File: src/rtl/lfs_pkg.sv
package lfs_pkg;

    // Number of slots in a frame: one tag slot plus the data slots.
    function automatic int slot_total(input int frame_bits, input int tag_bits,
                                      input int slot_bits);
        return 1 + (frame_bits - tag_bits) / slot_bits;
    endfunction

    function automatic int wmax(input int a, input int b);
        return (a > b) ? a : b;
    endfunction

    // Counter width able to hold values 0 .. n-1, never below one bit.
    function automatic int width_of(input int n);
        return (n <= 2) ? 1 : $clog2(n);
    endfunction

endpackage

File: src/rtl/lfs_wake_sync.sv
module lfs_wake_sync #(
    parameter int STAGES = 2
) (
    input  logic clk,
    input  logic rst_n,
    input  logic enable,
    input  logic din,
    output logic seen
);
    logic [STAGES-1:0] chain_d, chain_q;

    always_comb begin
        chain_d = '0;
        if (enable) begin
            chain_d = {chain_q[STAGES-2:0], din};
        end
    end

    always_ff @(negedge clk or negedge rst_n) begin
        if (!rst_n) chain_q <= '0;
        else        chain_q <= chain_d;
    end

    assign seen = chain_q[STAGES-1];

    // a chain left without enable reports nothing on the next edge
    assert_wake_cleared_R8: assert property (@(negedge clk) disable iff (!rst_n)
        !enable |=> !seen);

endmodule

File: src/rtl/lfs_slot_track.sv
module lfs_slot_track #(
    parameter int TAG_BITS  = 16,
    parameter int SLOT_BITS = 20,
    parameter int NSLOT     = 13,
    parameter int SW        = 4,
    parameter int SBW       = 5
) (
    input  logic           clk,
    input  logic           rst_n,
    input  logic           restart,
    input  logic           advance,
    output logic [SW-1:0]  slot_idx,
    output logic [SBW-1:0] slot_bit
);
    typedef struct packed {
        logic [SW-1:0]  idx;
        logic [SBW-1:0] off;
    } slot_t;

    localparam logic [SBW-1:0] TAG_LAST  = SBW'(TAG_BITS - 1);
    localparam logic [SBW-1:0] SLOT_LAST = SBW'(SLOT_BITS - 1);

    slot_t sl_d, sl_q;
    logic [SBW-1:0] cur_last;

    always_comb begin
        cur_last = (sl_q.idx == '0) ? TAG_LAST : SLOT_LAST;
        sl_d     = '0;
        if (restart) begin
            sl_d = '0;
        end else if (advance) begin
            if (sl_q.off == cur_last) begin
                sl_d.idx = sl_q.idx + SW'(1);
                sl_d.off = '0;
            end else begin
                sl_d.idx = sl_q.idx;
                sl_d.off = sl_q.off + SBW'(1);
            end
        end
    end

    always_ff @(negedge clk or negedge rst_n) begin
        if (!rst_n) sl_q <= '0;
        else        sl_q <= sl_d;
    end

    assign slot_idx = sl_q.idx;
    assign slot_bit = sl_q.off;

    // the tag slot never grows past its own length
    assert_tag_len_R6: assert property (@(negedge clk) disable iff (!rst_n)
        (slot_idx == '0) |-> (slot_bit <= TAG_LAST));

    // the slot number stays within the frame
    assert_slot_range_R6: assert property (@(negedge clk) disable iff (!rst_n)
        slot_idx < SW'(NSLOT));

endmodule

File: src/rtl/link_frame_sync.sv
module link_frame_sync
    import lfs_pkg::*;
#(
    parameter int FRAME_BITS  = 256,
    parameter int TAG_BITS    = 16,
    parameter int SLOT_BITS   = 20,
    parameter int WAKE_STAGES = 2
) (
    input  logic bclk,
    input  logic rst_n,
    input  logic sync_in,
    input  logic pd_set,
    output logic frame_valid,
    output logic frame_start,
    output logic [width_of(FRAME_BITS)-1:0] bit_idx,
    output logic [width_of(slot_total(FRAME_BITS, TAG_BITS, SLOT_BITS))-1:0] slot_idx,
    output logic [width_of(wmax(TAG_BITS, SLOT_BITS))-1:0] slot_bit,
    output logic slot_start,
    output logic link_pd
);
    localparam int BW    = width_of(FRAME_BITS);
    localparam int NSLOT = slot_total(FRAME_BITS, TAG_BITS, SLOT_BITS);
    localparam int SW    = width_of(NSLOT);
    localparam int SBW   = width_of(wmax(TAG_BITS, SLOT_BITS));
    localparam logic [BW-1:0] LAST = BW'(FRAME_BITS - 1);

    typedef struct packed {
        logic          valid;
        logic          pd;
        logic          armed;
        logic [BW-1:0] pos;
    } fsm_t;

    localparam fsm_t RESET_ST = '{valid: 1'b0, pd: 1'b0, armed: 1'b1, pos: '0};

    fsm_t st_d, st_q;
    logic start_now, step_now, wake;

    lfs_wake_sync #(.STAGES(WAKE_STAGES)) u_wake (
        .clk    (bclk),
        .rst_n  (rst_n),
        .enable (st_q.pd),
        .din    (sync_in),
        .seen   (wake)
    );

    lfs_slot_track #(
        .TAG_BITS  (TAG_BITS),
        .SLOT_BITS (SLOT_BITS),
        .NSLOT     (NSLOT),
        .SW        (SW),
        .SBW       (SBW)
    ) u_slot (
        .clk      (bclk),
        .rst_n    (rst_n),
        .restart  (start_now),
        .advance  (step_now),
        .slot_idx (slot_idx),
        .slot_bit (slot_bit)
    );

    always_comb begin
        st_d      = st_q;
        start_now = 1'b0;
        step_now  = 1'b0;
        if (st_q.pd) begin
            st_d.valid = 1'b0;
            st_d.pos   = '0;
            if (wake) begin
                st_d.pd    = 1'b0;
                st_d.armed = 1'b0;
            end
        end else if (pd_set) begin
            st_d.pd    = 1'b1;
            st_d.valid = 1'b0;
            st_d.pos   = '0;
        end else begin
            if (!sync_in) st_d.armed = 1'b1;
            if (st_q.valid) begin
                if (st_q.pos == LAST) begin
                    st_d.pos = '0;
                    if (sync_in) start_now  = 1'b1;
                    else         st_d.valid = 1'b0;
                end else begin
                    st_d.pos = st_q.pos + BW'(1);
                    step_now = 1'b1;
                end
            end else if (sync_in && st_q.armed) begin
                st_d.valid = 1'b1;
                st_d.pos   = '0;
                start_now  = 1'b1;
            end
        end
    end

    always_ff @(negedge bclk or negedge rst_n) begin
        if (!rst_n) st_q <= RESET_ST;
        else        st_q <= st_d;
    end

    assign frame_valid = st_q.valid;
    assign bit_idx     = st_q.pos;
    assign link_pd     = st_q.pd;
    assign frame_start = st_q.valid && (st_q.pos == '0);
    assign slot_start  = st_q.valid && (slot_bit == '0);

    // inside a frame the position only steps forward, whatever the marker does
    assert_count_step_R3: assert property (@(negedge bclk) disable iff (!rst_n)
        (frame_valid && !link_pd && !pd_set && bit_idx != LAST)
        |=> (frame_valid && bit_idx == $past(bit_idx) + BW'(1)));

    // a frame only opens on an edge that sampled the marker high
    assert_start_needs_sync_R2: assert property (@(negedge bclk) disable iff (!rst_n)
        $rose(frame_valid) |-> $past(sync_in));

    // a low marker on the last bit drops lock
    assert_lost_lock_R5: assert property (@(negedge bclk) disable iff (!rst_n)
        (frame_valid && bit_idx == LAST && !sync_in) |=> !frame_valid);

    // the frame's last bit is the last bit of the last slot
    assert_slot_end_R6: assert property (@(negedge bclk) disable iff (!rst_n)
        (frame_valid && bit_idx == LAST)
        |-> (slot_idx == SW'(NSLOT - 1) && slot_bit == SBW'(SLOT_BITS - 1)));

    // powered down means no frame
    assert_pd_blank_R7: assert property (@(negedge bclk) disable iff (!rst_n)
        link_pd |-> !frame_valid);

    // waking never opens a frame on the same edge
    assert_wake_no_frame_R9: assert property (@(negedge bclk) disable iff (!rst_n)
        $fell(link_pd) |-> !frame_valid);

endmodule

File: config.mk
export PLATFORM = sky130hd
export DESIGN_NAME = link_frame_sync
export DESIGN_NICKNAME = d
export VERILOG_FILES = /design/src/rtl/lfs_pkg.sv /design/src/rtl/lfs_wake_sync.sv /design/src/rtl/lfs_slot_track.sv /design/src/rtl/link_frame_sync.sv
export SDC_FILE = /design/constraint.sdc
export NUM_CORES = 1
export LEC_CHECK = 0
export BUFFER_PORTS_ARGS = -buffer_cell sky130_fd_sc_hd__buf_2
export CORE_MARGIN = 5
export CORE_UTILIZATION = 35
export CTS_CLUSTER_DIAMETER = 50
export DETAILED_ROUTE_END_ITERATION = 16
export SETUP_SLACK_MARGIN = 0.05
export SLEW_MARGIN = 30
export SYNTH_ARGS = -nofsm -noshare
export SYNTH_HDL_FRONTEND = slang
export SYNTH_SLANG_ARGS = --single-unit
File: constraint.sdc
create_clock -name bclk -period 2.15 [get_ports bclk]
set_input_delay 0.215 -clock bclk [delete_from_list [all_inputs] [get_ports bclk]]
set_output_delay 0.215 -clock bclk [all_outputs]
set_load 0.01 [all_outputs]
After elaboration in Yosys (flattened, before gate mapping)
Index checks and enable logic that the tools add are counted.

Output and inout port bits: 21. Register bits after elaboration: 22. Logic and storage cells: 51. Input bits: 4.

Mux-type cells: 27. Add/subtract/negate cells: 3. Reduce and logical (&&, ||, !) cells: 8. Equality and inequality tests: 6.

Operators by type and width (count): 2-to-1 mux 8 bit (4); 2-to-1 mux 9 bit (3); 2-to-1 mux 1 bit (16); 2-to-1 mux 11 bit (1); adder 8 x 1 -> 8 bit (second input constant) (1); == test 8 bit (second input constant) (1); zero test 8 bit (1); inequality test 2 x 1 -> 1 bit (second input constant) (3); adder 5 x 1 -> 5 bit (second input constant) (1); == test 5 bit (1); zero test 5 bit (1); 2-to-1 mux 5 bit (1); adder 4 x 1 -> 4 bit (second input constant) (1); zero test 4 bit (1); 2-to-1 mux 2 bit (2); nonzero test 4 bit (1); logical AND 1 bit (3); inequality test 3 x 2 -> 1 bit (second input constant) (1); AND reduction 3 bit (1).

Logic depth before layout (Yosys ltp)
Word-level depth: 7. Mapped depth: 6. Depth with buffers taken out: 6.

Modules after synthesis
From an unflattened synthesis, not the netlist that was laid out.

Cell total of the unflattened synthesis: 135. Area, all modules: 1322.5 sq um.

By module, submodules not included: link_frame_sync (area each 703.2 sq um, cells an instance 80, sequential area each 276.5 sq um, times used 1); lfs_slot_track (area each 556.8 sq um, cells an instance 51, sequential area each 225.2 sq um, times used 1); lfs_wake_sync (area each 62.6 sq um, cells an instance 4, sequential area each 50.0 sq um, times used 1).

==> results.py <==
metrics = {
    "die": {
        "die_w_um": 69.7,
        "initial_core_util": 0.368,
        "coreArea_um2": 3390,
        "row_count": 21,
        "io_pins": 25,
        "die_h_um": 69.7,
        "die_area_um2": 4850,
    },
    "cts": {
        "cts_hold_buf": 0,
        "clockBufferDepth": 2,
        "h-tree-depth": 1,
        "cts_tree": "yes",
        "cts_made_buffers": 3,
        "cts.sinks": 22,
        "path_clk_slew_ns": 0.09,
        "worstSkewPairLatency_ns": 0.36,
        "root_buffer": "clkbuf_4",
    },
    "global_route": {
        "grt_pass1_wl_um": 5350,
        "overflow": 0,
        "antenna_found_initial": 0,
        "grt_max_degree": 13,
        "grt_pass1_vias": 1191,
        "grt_use_total": 0.135,
    },
    "placed_design": {
        "place_inst": 214,
        "numPortBuffers": 24,
        "dp_hpwl_um": 2230,
        "globalplace.congestion": 0.834,
    },
    "detailed_routing": {
        "drt_iter0_markers": 34,
        "drcViolationCount": 0,
        "drtPass1Iterations": 4,
        "routedWlPerCell_um": 13.8,
        "routed_wirelength_um": 3290,
        "postRouteAntennaNets": 0,
        "vias": 1149,
        "avgViaCountPerCell": 4.83,
    },
    "outcome": {
        "violations": "setup timing",
        "outcome": "finished, violations left",
    },
    "logic_synthesis": {
        "async_reset_ff_frac": 1.00,
        "syn_area_um2": 1250,
        "yosysTopAreaCellShare": 0.422,
        "synth_flop_cell": "dfrtn_1",
        "syn-num-nets": 141,
        "syn-mean-instance-area_um2": 9.51,
        "synth-edff-count": 0,
        "yosys_warnings": 0,
        "synthDominantAreaCellType": "dfrtn_1",
        "synth_area_leaders": "dfrtn_1 42%, ha_1 6.0%, o21ai_0 4.8%, buf_4 4.8%, a21oi_1 3.6%",
        "synth.distinct_cells": 36,
        "synth_cells": 131,
        "synth_seq_cells": 22,
        "ys_seq_area_frac": 0.443,
    },
    "final_layout": {
        "antennaDiodeCount": 0,
        "drive_gt1_frac": 0.448,
        "final_cell_mix": "31 x buf_4, 26 x buf_6, 21 x dfrtn_1",
        "fin_cells": 238,
        "final_common_cell": "buf_4",
        "area_growth_pct": 53.1,
        "final_core_util": 0.563,
        "nNetsFinal": 203,
    },
    "setup_path": {
        "crit_start": "bit_idx[5]",
        "crit_path_end_kind": "output port",
        "critPathArrivalTime_ns": 2.59,
        "start_kind": "flop",
        "r2r_end": "bit_idx[1]",
        "path_class": "flop to output port",
        "cp-endpoint": "frame_start",
        "rr_worst_depth": 8,
        "cp.required_ns": 1.93,
        "crit_path_max_fanout": 2,
        "r2r_start": "bit_idx[0]",
        "rrSetupSlack_ns": 0.15,
    },
    "power_and_ir_drop": {
        "p_leak_nw": 0.909,
        "power_density_nw_per_um2": 468,
        "p_total_mw": 0.893,
        "vdd_drop_max_mv": 0.204,
    },
    "run": {
        "max_cap_viol_count": 0,
    },
    "timing": {
        "rsz0062_at_grt": "yes",
        "hold_viol": 0,
        "drv_slew": 0,
        "worst_pin_slew_ns": 0.446,
        "fin_skew_ns": 0.0618,
        "setup_ws_ns": -0.651,
        "setup_violations": 21,
        "maxSlewHeadroom": 0.699,
        "fin_tns_setup_ns": -2.93,
    },
    "min_path": {
        "min_path_type": "flop to flop",
    },
}
sequential cells by signal, indices dropped and copies added, names as in the netlist:
name             count
bit_idx              8
frame_valid          1
link_pd              1
st_q                 1
u_slot.slot_bit      5
u_slot.slot_idx      4
u_wake.chain_q       2
area by class of cell:
cell class              instances  area (um^2)
fillers                       300         1480
multi-input cells              88          644
repair buffers                 68          581
flip-flops and latches         22          552
well taps                      46         57.6
clock buffers                   4         36.3
inverters                       9         33.8
clock inverters                 1         3.75
per-stage QoR:
| stage | area (um^2) | setup slack, ns | hold slack (ns) |
|---|---|---|---|
| after CTS | 1800 | -0.644 | 0.418 |
| after detailed placement | 1570 | -0.304 | 0.411 |
| after global routing | 1910 | -0.697 | 0.436 |
| final | 1910 | -0.651 | 0.427 |
| after global placement | 1570 | -0.290 | 0.403 |
| after floorplan | 1290 | -0.264 | 0.382 |
logic make-up after synthesis:
| group | share of synthesized area |
|---|---|
| simple gates | 0.209 |
| compound gates | 0.140 |
| flops | 0.443 |
| buf+inv | 0.100 |
| fa+ha+maj | 0.0602 |
| xor+xnor | 0.0211 |
| mux | 0.0271 |
layer usage:
layer	up-vias	track usage	wire length, um
li1	571	-	-
met1	543	0.157	1420
met2	31	0.228	1680
met3	4	0.0333	147
met4	0	0.0702	39
met5	-	0	0
power by group:
part,internal (mW),switching [mW],total [mW]
clock,0.106,0.136,0.241
sequential,0.453,0.0223,0.475
combinational,0.0848,0.0910,0.176
worst min-delay path by stage:
stage          slack (ns)  depth (start not counted)           endpoint         startpoint
2_1_floorplan        0.38                          1            link_pd  u_wake.chain_q[1]
3_3_place_gp         0.40                          1  u_wake.chain_q[1]  u_wake.chain_q[0]
3_5_place_dp         0.41                          1            link_pd  u_wake.chain_q[1]
4_1_cts              0.42                          1            link_pd  u_wake.chain_q[1]
5_1_grt              0.44                          1  u_wake.chain_q[1]  u_wake.chain_q[0]
6_report             0.43                          1  u_wake.chain_q[1]  u_wake.chain_q[0]
cells in the mapped netlist (2+ instances only):
master	instances
dfrtn_1	21
o21ai_0	12
inv_1	10
nand2_1	10
a21oi_1	9
nand3_1	9
buf_4	8
nor2_1	8
ha_1	6
and2_1	3
nor3_1	3
buf_6	2
mux2i_1	2
nor2b_1	2
nor4_1	2
or3_1	2
or4_1	2
xnor2_1	2
timing repair:
item / 4_1_cts / 5_1_grt
endpoints found under the setup margin: 21 / 27
setup buffers: 11 / 12
pin swaps: 0 / 1
gates resized for setup: 24 / 10
critical path, cell delays in order (launching register included):
cell	delay, ns
dfrtn_1	0.38
or4_4	0.53
nor4_4	0.13
buf_2	0.17
Note: power is estimated with default switching activity, not from simulation.
